**src/rtl/cla_pkg.sv**
```systemverilog
package cla_pkg;

  // Per-bit carry generate: both operand bits set.
  function automatic logic bit_generate(input logic a, input logic b);
    return a & b;
  endfunction

  // Per-bit carry propagate: exactly one operand bit set.
  function automatic logic bit_propagate(input logic a, input logic b);
    return a ^ b;
  endfunction

  // Sum bit from the propagate term and the incoming carry.
  function automatic logic bit_sum(input logic p, input logic c);
    return p ^ c;
  endfunction

  // Signed overflow from the carry into and out of the sign bit.
  function automatic logic sign_overflow(input logic carry_into_msb, input logic carry_from_msb);
    return carry_into_msb ^ carry_from_msb;
  endfunction

endpackage

```
**src/rtl/cla_lookahead.sv**
```systemverilog
module cla_lookahead #(
  parameter int N = 4
) (
  input  logic [N-1:0] gen_i,
  input  logic [N-1:0] prop_i,
  input  logic         cin,
  output logic [N-1:0] carry_grp,
  output logic         carry_out,
  output logic         gen_all,
  output logic         prop_all
);

  // Carry into position k, k = 0..N; position 0 is the incoming carry.
  logic [N:0] carry_vec;

  // Each carry is a flat sum of products of generate/propagate terms and cin.
  always_comb begin
    logic term;
    carry_vec[0] = cin;
    for (int k = 1; k <= N; k++) begin
      carry_vec[k] = 1'b0;
      for (int j = -1; j < k; j++) begin
        term = (j < 0) ? cin : gen_i[j];
        for (int m = j + 1; m < k; m++) begin
          term = term & prop_i[m];
        end
        carry_vec[k] = carry_vec[k] | term;
      end
    end
  end

  // Group generate and propagate for the level above.
  always_comb begin
    logic term;
    gen_all = 1'b0;
    for (int j = 0; j < N; j++) begin
      term = gen_i[j];
      for (int m = j + 1; m < N; m++) begin
        term = term & prop_i[m];
      end
      gen_all = gen_all | term;
    end
    prop_all = &prop_i;
  end

  assign carry_grp = carry_vec[N-1:0];
  assign carry_out = carry_vec[N];

  // A fully propagating group hands the carry straight through.
  always_comb begin
    if (prop_all) begin
      assert_pass_through_R6: assert (carry_out == cin)
        else $error("lookahead: propagating group altered the carry");
    end
  end

  // Exclusive inputs give exclusive group terms.
  always_comb begin
    if ((gen_i & prop_i) == '0) begin
      assert_gp_exclusive_R5: assert (!(gen_all && prop_all))
        else $error("lookahead: group generate and propagate both set");
    end
  end

endmodule

```
**src/rtl/cla_slice.sv**
```systemverilog
module cla_slice
  import cla_pkg::*;
#(
  parameter int SLICE_W = 4
) (
  input  logic [SLICE_W-1:0] x,
  input  logic [SLICE_W-1:0] y,
  input  logic               cin,
  output logic [SLICE_W-1:0] s,
  output logic               gen_grp,
  output logic               prop_grp
);

  logic [SLICE_W-1:0] bit_g;
  logic [SLICE_W-1:0] bit_p;
  logic [SLICE_W-1:0] bit_c;
  logic               slice_cout;

  // Stage 1: per-bit terms from the operands only.
  for (genvar i = 0; i < SLICE_W; i++) begin : g_bits
    assign bit_g[i] = bit_generate(x[i], y[i]);
    assign bit_p[i] = bit_propagate(x[i], y[i]);
  end

  // Stage 2: group terms and internal carries.
  cla_lookahead #(.N(SLICE_W)) u_la (
    .gen_i    (bit_g),
    .prop_i   (bit_p),
    .cin      (cin),
    .carry_grp(bit_c),
    .carry_out(slice_cout),
    .gen_all  (gen_grp),
    .prop_all (prop_grp)
  );

  // Stage 3: sums.
  for (genvar i = 0; i < SLICE_W; i++) begin : g_sum
    assign s[i] = bit_sum(bit_p[i], bit_c[i]);
  end

  // Slice result matches plain addition.
  always_comb begin
    logic [SLICE_W:0] ref_sum;
    ref_sum = {1'b0, x} + {1'b0, y} + {{SLICE_W{1'b0}}, cin};
    assert_slice_sum_R1: assert ({slice_cout, s} == ref_sum)
      else $error("slice: sum mismatch");
  end

endmodule

```
**src/rtl/cla_section.sv**
```systemverilog
module cla_section #(
  parameter int SECTION_W = 16,
  parameter int SLICE_W   = 4
) (
  input  logic [SECTION_W-1:0] x,
  input  logic [SECTION_W-1:0] y,
  input  logic                 cin,
  output logic [SECTION_W-1:0] s,
  output logic                 gen_grp,
  output logic                 prop_grp
);

  localparam int SLICES = SECTION_W / SLICE_W;

  logic [SLICES-1:0] sl_gen;
  logic [SLICES-1:0] sl_prop;
  logic [SLICES-1:0] sl_cin;
  logic              sec_cout;

  for (genvar k = 0; k < SLICES; k++) begin : g_slice
    cla_slice #(.SLICE_W(SLICE_W)) u_slice (
      .x       (x[k*SLICE_W +: SLICE_W]),
      .y       (y[k*SLICE_W +: SLICE_W]),
      .cin     (sl_cin[k]),
      .s       (s[k*SLICE_W +: SLICE_W]),
      .gen_grp (sl_gen[k]),
      .prop_grp(sl_prop[k])
    );
  end

  // Slice group terms return as slice carry-ins, all in parallel.
  cla_lookahead #(.N(SLICES)) u_la (
    .gen_i    (sl_gen),
    .prop_i   (sl_prop),
    .cin      (cin),
    .carry_grp(sl_cin),
    .carry_out(sec_cout),
    .gen_all  (gen_grp),
    .prop_all (prop_grp)
  );

  // Section carry-out agrees with plain addition.
  always_comb begin
    logic [SECTION_W:0] ref_sum;
    ref_sum = {1'b0, x} + {1'b0, y} + {{SECTION_W{1'b0}}, cin};
    assert_section_carry_R2: assert (sec_cout == ref_sum[SECTION_W])
      else $error("section: carry-out mismatch");
  end

endmodule

```
**src/rtl/cla_adder32.sv**
```systemverilog
module cla_adder32
  import cla_pkg::*;
#(
  parameter int WIDTH     = 32,
  parameter int SECTION_W = 16,
  parameter int SLICE_W   = 4
) (
  input  logic [WIDTH-1:0] op_a,
  input  logic [WIDTH-1:0] op_b,
  input  logic             carry_in,
  output logic [WIDTH-1:0] sum,
  output logic             carry_out,
  output logic             overflow,
  output logic             grp_gen,
  output logic             grp_prop
);

  localparam int NSEC = WIDTH / SECTION_W;

  logic [NSEC-1:0] sec_gen;
  logic [NSEC-1:0] sec_prop;
  logic [NSEC-1:0] sec_cin;
  logic            msb_carry_in;

  for (genvar k = 0; k < NSEC; k++) begin : g_sec
    cla_section #(.SECTION_W(SECTION_W), .SLICE_W(SLICE_W)) u_sec (
      .x       (op_a[k*SECTION_W +: SECTION_W]),
      .y       (op_b[k*SECTION_W +: SECTION_W]),
      .cin     (sec_cin[k]),
      .s       (sum[k*SECTION_W +: SECTION_W]),
      .gen_grp (sec_gen[k]),
      .prop_grp(sec_prop[k])
    );
  end

  // Top level: joins the sections and yields the word carry-out.
  cla_lookahead #(.N(NSEC)) u_la (
    .gen_i    (sec_gen),
    .prop_i   (sec_prop),
    .cin      (carry_in),
    .carry_grp(sec_cin),
    .carry_out(carry_out),
    .gen_all  (grp_gen),
    .prop_all (grp_prop)
  );

  // Carry into the sign bit recovered from the sign-bit sum.
  assign msb_carry_in = bit_sum(bit_propagate(op_a[WIDTH-1], op_b[WIDTH-1]), sum[WIDTH-1]);
  assign overflow     = sign_overflow(msb_carry_in, carry_out);

  always_comb begin
    logic [WIDTH:0] ref_sum;
    ref_sum = {1'b0, op_a} + {1'b0, op_b} + {{WIDTH{1'b0}}, carry_in};
    assert_word_sum_R1: assert (sum == ref_sum[WIDTH-1:0])
      else $error("adder: sum mismatch");
    assert_word_carry_R2: assert (carry_out == ref_sum[WIDTH])
      else $error("adder: carry-out mismatch");
    assert_no_overflow_R3: assert (overflow ==
        ((op_a[WIDTH-1] == op_b[WIDTH-1]) && (sum[WIDTH-1] != op_a[WIDTH-1])))
      else $error("adder: overflow flag mismatch");
    assert_full_prop_R4: assert (grp_prop == ((op_a ^ op_b) == '1))
      else $error("adder: word propagate mismatch");
  end

endmodule

```
**config.mk**
```make
export PLATFORM = sky130hd
export DESIGN_NAME = cla_adder32
export DESIGN_NICKNAME = d
export VERILOG_FILES = /design/src/rtl/cla_pkg.sv /design/src/rtl/cla_lookahead.sv /design/src/rtl/cla_slice.sv /design/src/rtl/cla_section.sv /design/src/rtl/cla_adder32.sv
export SDC_FILE = /design/constraint.sdc
export NUM_CORES = 1
export LEC_CHECK = 0
export ABC_AREA = 1
export CAP_MARGIN = 0
export CORE_MARGIN = 1.5
export CORE_UTILIZATION = 42
export DETAILED_ROUTE_END_ITERATION = 7
export PLACE_DENSITY_LB_ADDON = 0.2
export SYNTH_ARGS = -nofsm -noshare
export SYNTH_HDL_FRONTEND = slang
export SYNTH_SLANG_ARGS = --single-unit
```
**constraint.sdc**
```tcl
create_clock -name vclk -period 5.4
set_input_delay 1.08 -clock vclk [all_inputs]
set_output_delay 1.08 -clock vclk [all_outputs]
set_load 0.05 [all_outputs]
```
== Word level (Yosys, flattened, before mapping) ==
Index checks and enable logic that the tools add are counted.
Operators by class
  reduce and logical (&&, ||, !) cells: 11
  bitwise gates (word level): 285
Operators with widths (count)
  1-bit bitwise AND: 125
  1-bit OR: 94
  1-bit bitwise XOR: 66
  16-bit AND reduction: 2
  32-bit AND reduction: 1
  4-bit AND reduction: 8
Storage, ports and cells
  input port bits: 65
  word-level logic and storage cells: 296
  register bits after elaboration: 0
  output and inout port bits: 36

== Depth between registers and ports, before layout ==
  word-level depth: 29
  mapped depth: 20
  depth with buffers taken out: 20

== Modules after synthesis ==
A second synthesis with hierarchy kept.
Second synthesis, totals
  cells, all modules: 386
  area total of the unflattened synthesis: 2047.0 um2
By module, submodules not included
  cla_slice: cells each 24, area an instance 125.1 um2, instances 8, sequential area each 0.0 um2
  cla_lookahead (g_sec[0].u_sec.g_slice[0].u_slice.u_la ...): cells each 17, area an instance 93.8 um2, instances 10, sequential area each 0.0 um2
  cla_adder32: cells each 15, area an instance 63.8 um2, instances 1, sequential area each 0.0 um2
  cla_lookahead (u_la): cells each 9, area an instance 43.8 um2, instances 1, sequential area each 0.0 um2

== Worst setup path before layout ==
No wires, ideal clock.
  path type: input-to-output
  start point: input port op_a[10]
  end point: output port sum[31]
  data required time: 4.320 ns
  path buffers: 0
  slack: 0.911 ns
  stages: 16
  arrival: 3.409 ns
  cell sequence: ha_1 nand2_2 nor2_4 nand2_2 nor2_2 nand2_1 nand3_2 nand3_2 nand2_2 nand2_1 nand2_1 ha_1 nand2_1 nand2_1 a21oi_1 xnor2_1
On the way
  longest elaborated chain between the ends: 23
  elaborated cells between the ends (all ways): 35
  classes of those cells: bitwise: 33; reduce/logical: 2
Ends and longest elaborated chain
  start, declared: RTL line cla_adder32.sv:8  | input logic [WIDTH-1:0] op_a,
  1-bit bitwise XOR: RTL line cla_pkg.sv:10  | return a ^ b;
  1-bit bitwise AND: RTL line cla_lookahead.sv:39  | term = term & prop_i[m];
  1-bit bitwise AND
  1-bit OR (3 in a row): RTL line cla_lookahead.sv:41  | gen_all = gen_all | term;
  1-bit bitwise AND: RTL line cla_lookahead.sv:39
  1-bit OR (2 in a row): RTL line cla_lookahead.sv:41
  1-bit OR (*): RTL line cla_lookahead.sv:27  | carry_vec[k] = carry_vec[k] | term;
  1-bit bitwise AND (*): RTL line cla_lookahead.sv:25  | term = term & prop_i[m];
  1-bit bitwise AND (*) (2 in a row)
  1-bit OR (*) (3 in a row): RTL line cla_lookahead.sv:27
  1-bit bitwise AND (*) (3 in a row): RTL line cla_lookahead.sv:25
  1-bit OR (*) (3 in a row): RTL line cla_lookahead.sv:27
  1-bit bitwise XOR (*): RTL line cla_pkg.sv:15  | return p ^ c;
  end, declared: RTL line cla_adder32.sv:11  | output logic [WIDTH-1:0] sum,
Every way passes the cells marked *; elsewhere a longest branch is shown, timed or not.

== Worst setup path after layout ==
  start point: input port op_a[2]
  end point: output port sum[13]
On the way
  longest elaborated chain between the ends: 14
  elaborated cells between the ends (all ways): 22
  classes of those cells: bitwise: 21; reduce/logical: 1
Ends and longest elaborated chain (RTL line)
  1-bit bitwise XOR: cla_pkg.sv:10
  1-bit bitwise AND: cla_lookahead.sv:39
  1-bit bitwise AND
  1-bit OR (3 in a row): cla_lookahead.sv:41
  1-bit bitwise AND (2 in a row): cla_lookahead.sv:25
  1-bit OR (*) (3 in a row): cla_lookahead.sv:27
  1-bit bitwise AND (*): cla_lookahead.sv:25
  1-bit OR (*): cla_lookahead.sv:27
  1-bit bitwise XOR (*): cla_pkg.sv:15
Marks and branches as above.

==> key figures <==
Detailed routing
  • DR vias/cell: about 4.7
  • Drt total wl: 3570 um
  • DRT iter0 DRCs: 45
  • WL/cell: between 9 and 10 um
  • First-pass DRT Iterations: 4
  • Final ANT Viol Nets: 0
  • DR DRC count: 0
  • Vias: 1,712

Run
  • Max Cap Viol: 0

Worst setup path
  • CP arrival: 3.96 ns
  • CP max FO: 3
  • WP data required: ~4.3 ns
  • Crit path kind: in2out
  • Startpoint Class: primary input
  • Crit path capture type: output pin

GRT
  • Met1 usage: between 15 and 20%
  • Initial antenna violation count: 0
  • Total gr overflow: 0
  • M3 GR Usage: between 2 and 2.5%
  • Busiest grt layer: met2
  • Global-route total usage across every layer: between 15 and 20%
  • Vias in the first global route: around 1,600
  • First-pass GRT wire length: around 6100 um
  • GR Util met2: between 30% and 40%
  • Largest net degree at the start of global routing: 6

Cells and area
  • Post-route cell area: around 2600 um^2
  • Synthesis-to-layout area growth: 68.4%
  • Nets: ~430
  • FF+latch count: 0
  • Diode count: 0
  • Fill count: ~320
  • Area of the multi-input gates: 1500 um^2
  • Storage element area: 0 um^2
  • Share of cells above drive strength 1: about 12%
  • Number of clock buffers in the layout: 0

Clock network
  • Post-cts sizing count: 0
  • # hold bufs at CTS: 0
  • Setup Fix Bufs, Post-CTS: 0

Power
  • Leakage: ~0.0013 uW
  • Maximum vdd drop: between 100 and 150 uV
  • Pwr per Cell Area: around 200 nW/um^2
  • Total Power: between 500 and 600 uW

Timing
  • RSZ-0062 raised after global routing: no
  • WHS: around 3.0 ns
  • Period utilization: between 90 and 100%
  • Minimum clock period: around 5.0 ns
  • Max-Slew Margin vs Limit: 65.0%
  • Setup ws final: roughly 0.36 ns
  • Max Slew Vio Count: 0
  • Fmax: slightly below 200 MHz
  • Final hold viol count: 0
  • Final setup violation count: 0
  • Total Negative Setup Slacks: 0 ns
  • Worst-margin pin slew: approximately 0.52 ns

Logic synthesis
  • Area leader, netlist: ha_1
  • Seq/Total Area, Yosys: 0%
  • Yosys warns: 0
  • Area share of the largest cell type after synthesis: a little under a third
  • Top-count cell post-synth: nand2_1
  • Synth top area cells: ha_1 (32%), nand2_1 (16%), fa_1 (10%), xor2_1 (8.9%), nand3_1 (4.8%)
  • Netlist cell types: 18
  • Avg Synthesized Cell Area: approximately 7.2 um^2
  • Syn_nets: 331
  • Mapped Cells: 218
  • Synth top cells by count: nand2_1 (65), ha_1 (40), inv_1 (19)
  • Synthesized cell area: 1570 um^2

Place
  • Gp weighted congestion: approximately 0.74
  • Hpwl dp: ~3400 um
  • I/O Buffers: 101
  • DP Area: around 2600 um^2
  • Pre-CTS setup slack: 0.346 ns

Floorplan
  • Die width: 64.1 um
  • Top Ports: ~100
  • Initial Utilization: 43.1%
  • CORE AREA: 3630 um^2
  • Site row count: 22
  • DIE AREA: a little over 4000 um^2
  • Die Ht: ~64 um

Outcome
  • Status: completed

Hold path
  • Worst Hold Class: in2out
==> cell type report <==
| cell class | count | area share (%) |
|---|---|---|
| multi-input cells | 199 | 56.7 |
| repair buffers | 101 | 38.3 |
| inverters | 19 | 2.70 |
| well taps | 48 | 2.28 |
==> power by group <==
group / internal, uW / leakage (uW) / switching, uW / total (uW)
clock: 0 / 0 / 0 / 0
combinational: 202 / 0.00126 / 328 / 530
sequential: 0 / 0 / 0 / 0
total: 202 / 0.00126 / 328 / 530
==> cell families after synthesis <==
group,synth area share [%]
and+or+nand+nor,34.3
buffers and inverters,4.55
adders and majority gates,42.2
xor gates and xnor gates,13.4
AOI/OAI and AO/OA,5.59
==> worst max-delay path, stage by stage <==
cell	delay [ns]
clkdlybuf4s50_1	0.40
ha_1	0.33
nand2_1	0.12
inv_1	0.04
nand2_1	0.07
nand3_1	0.15
nand2_1	0.09
nand2_1	0.11
nand2_1	0.08
nand3_1	0.10
fa_1	0.39
xor2_1	0.16
clkdlybuf4s50_1	0.82
==> routing by layer <==
layer / share of wire [%] / vias up / wire length (um)
met3: 6.6 / 0 / 237
met5: 0 / - / 0
met1: 43 / 743 / 1520
met2: 51 / 53 / 1810
li1: - / 916 / -
met4: 0 / 0 / 0
==> worst paths after layout <==
path / slack, ns / cells past startpoint / start / to
min: 3.02 / 3 / op_b[24] / sum[24]
max: 0.36 / 13 / op_a[2] / sum[13]
==> stage by stage <==
| stage | util, % | std cells |
|---|---|---|
| floorplan | - | 218 |
| global placement | 72.6 | 367 |
| detailed placement | 72.6 | 367 |
| CTS | 72.6 | 367 |
| global route | 72.6 | 367 |
| finish | 72.6 | 367 |
==> cells in the final DEF, fill, tap and decap left out <==
master | synthesis | layout
nand3b_1 | 2 | 2
clkdlybuf4s50_1 | 0 | 86
a21oi_1 | 13 | 13
xnor2_1 | 8 | 8
ha_1 | 40 | 40
fa_1 | 8 | 8
nor2_1 | 6 | 6
nand4_1 | 1 | 1
nor2_4 | 5 | 5
buf_4 | 0 | 12
nand3_1 | 15 | 15
nand2_1 | 65 | 65
inv_1 | 19 | 19
a21oi_2 | 1 | 1
nor2_2 | 4 | 4
a21o_2 | 1 | 1
nand2_2 | 10 | 10
nand3_2 | 3 | 3
buf_12 | 0 | 3
xor2_1 | 16 | 16
o21ai_0 | 1 | 1
(Power assumes the default switching activity.)
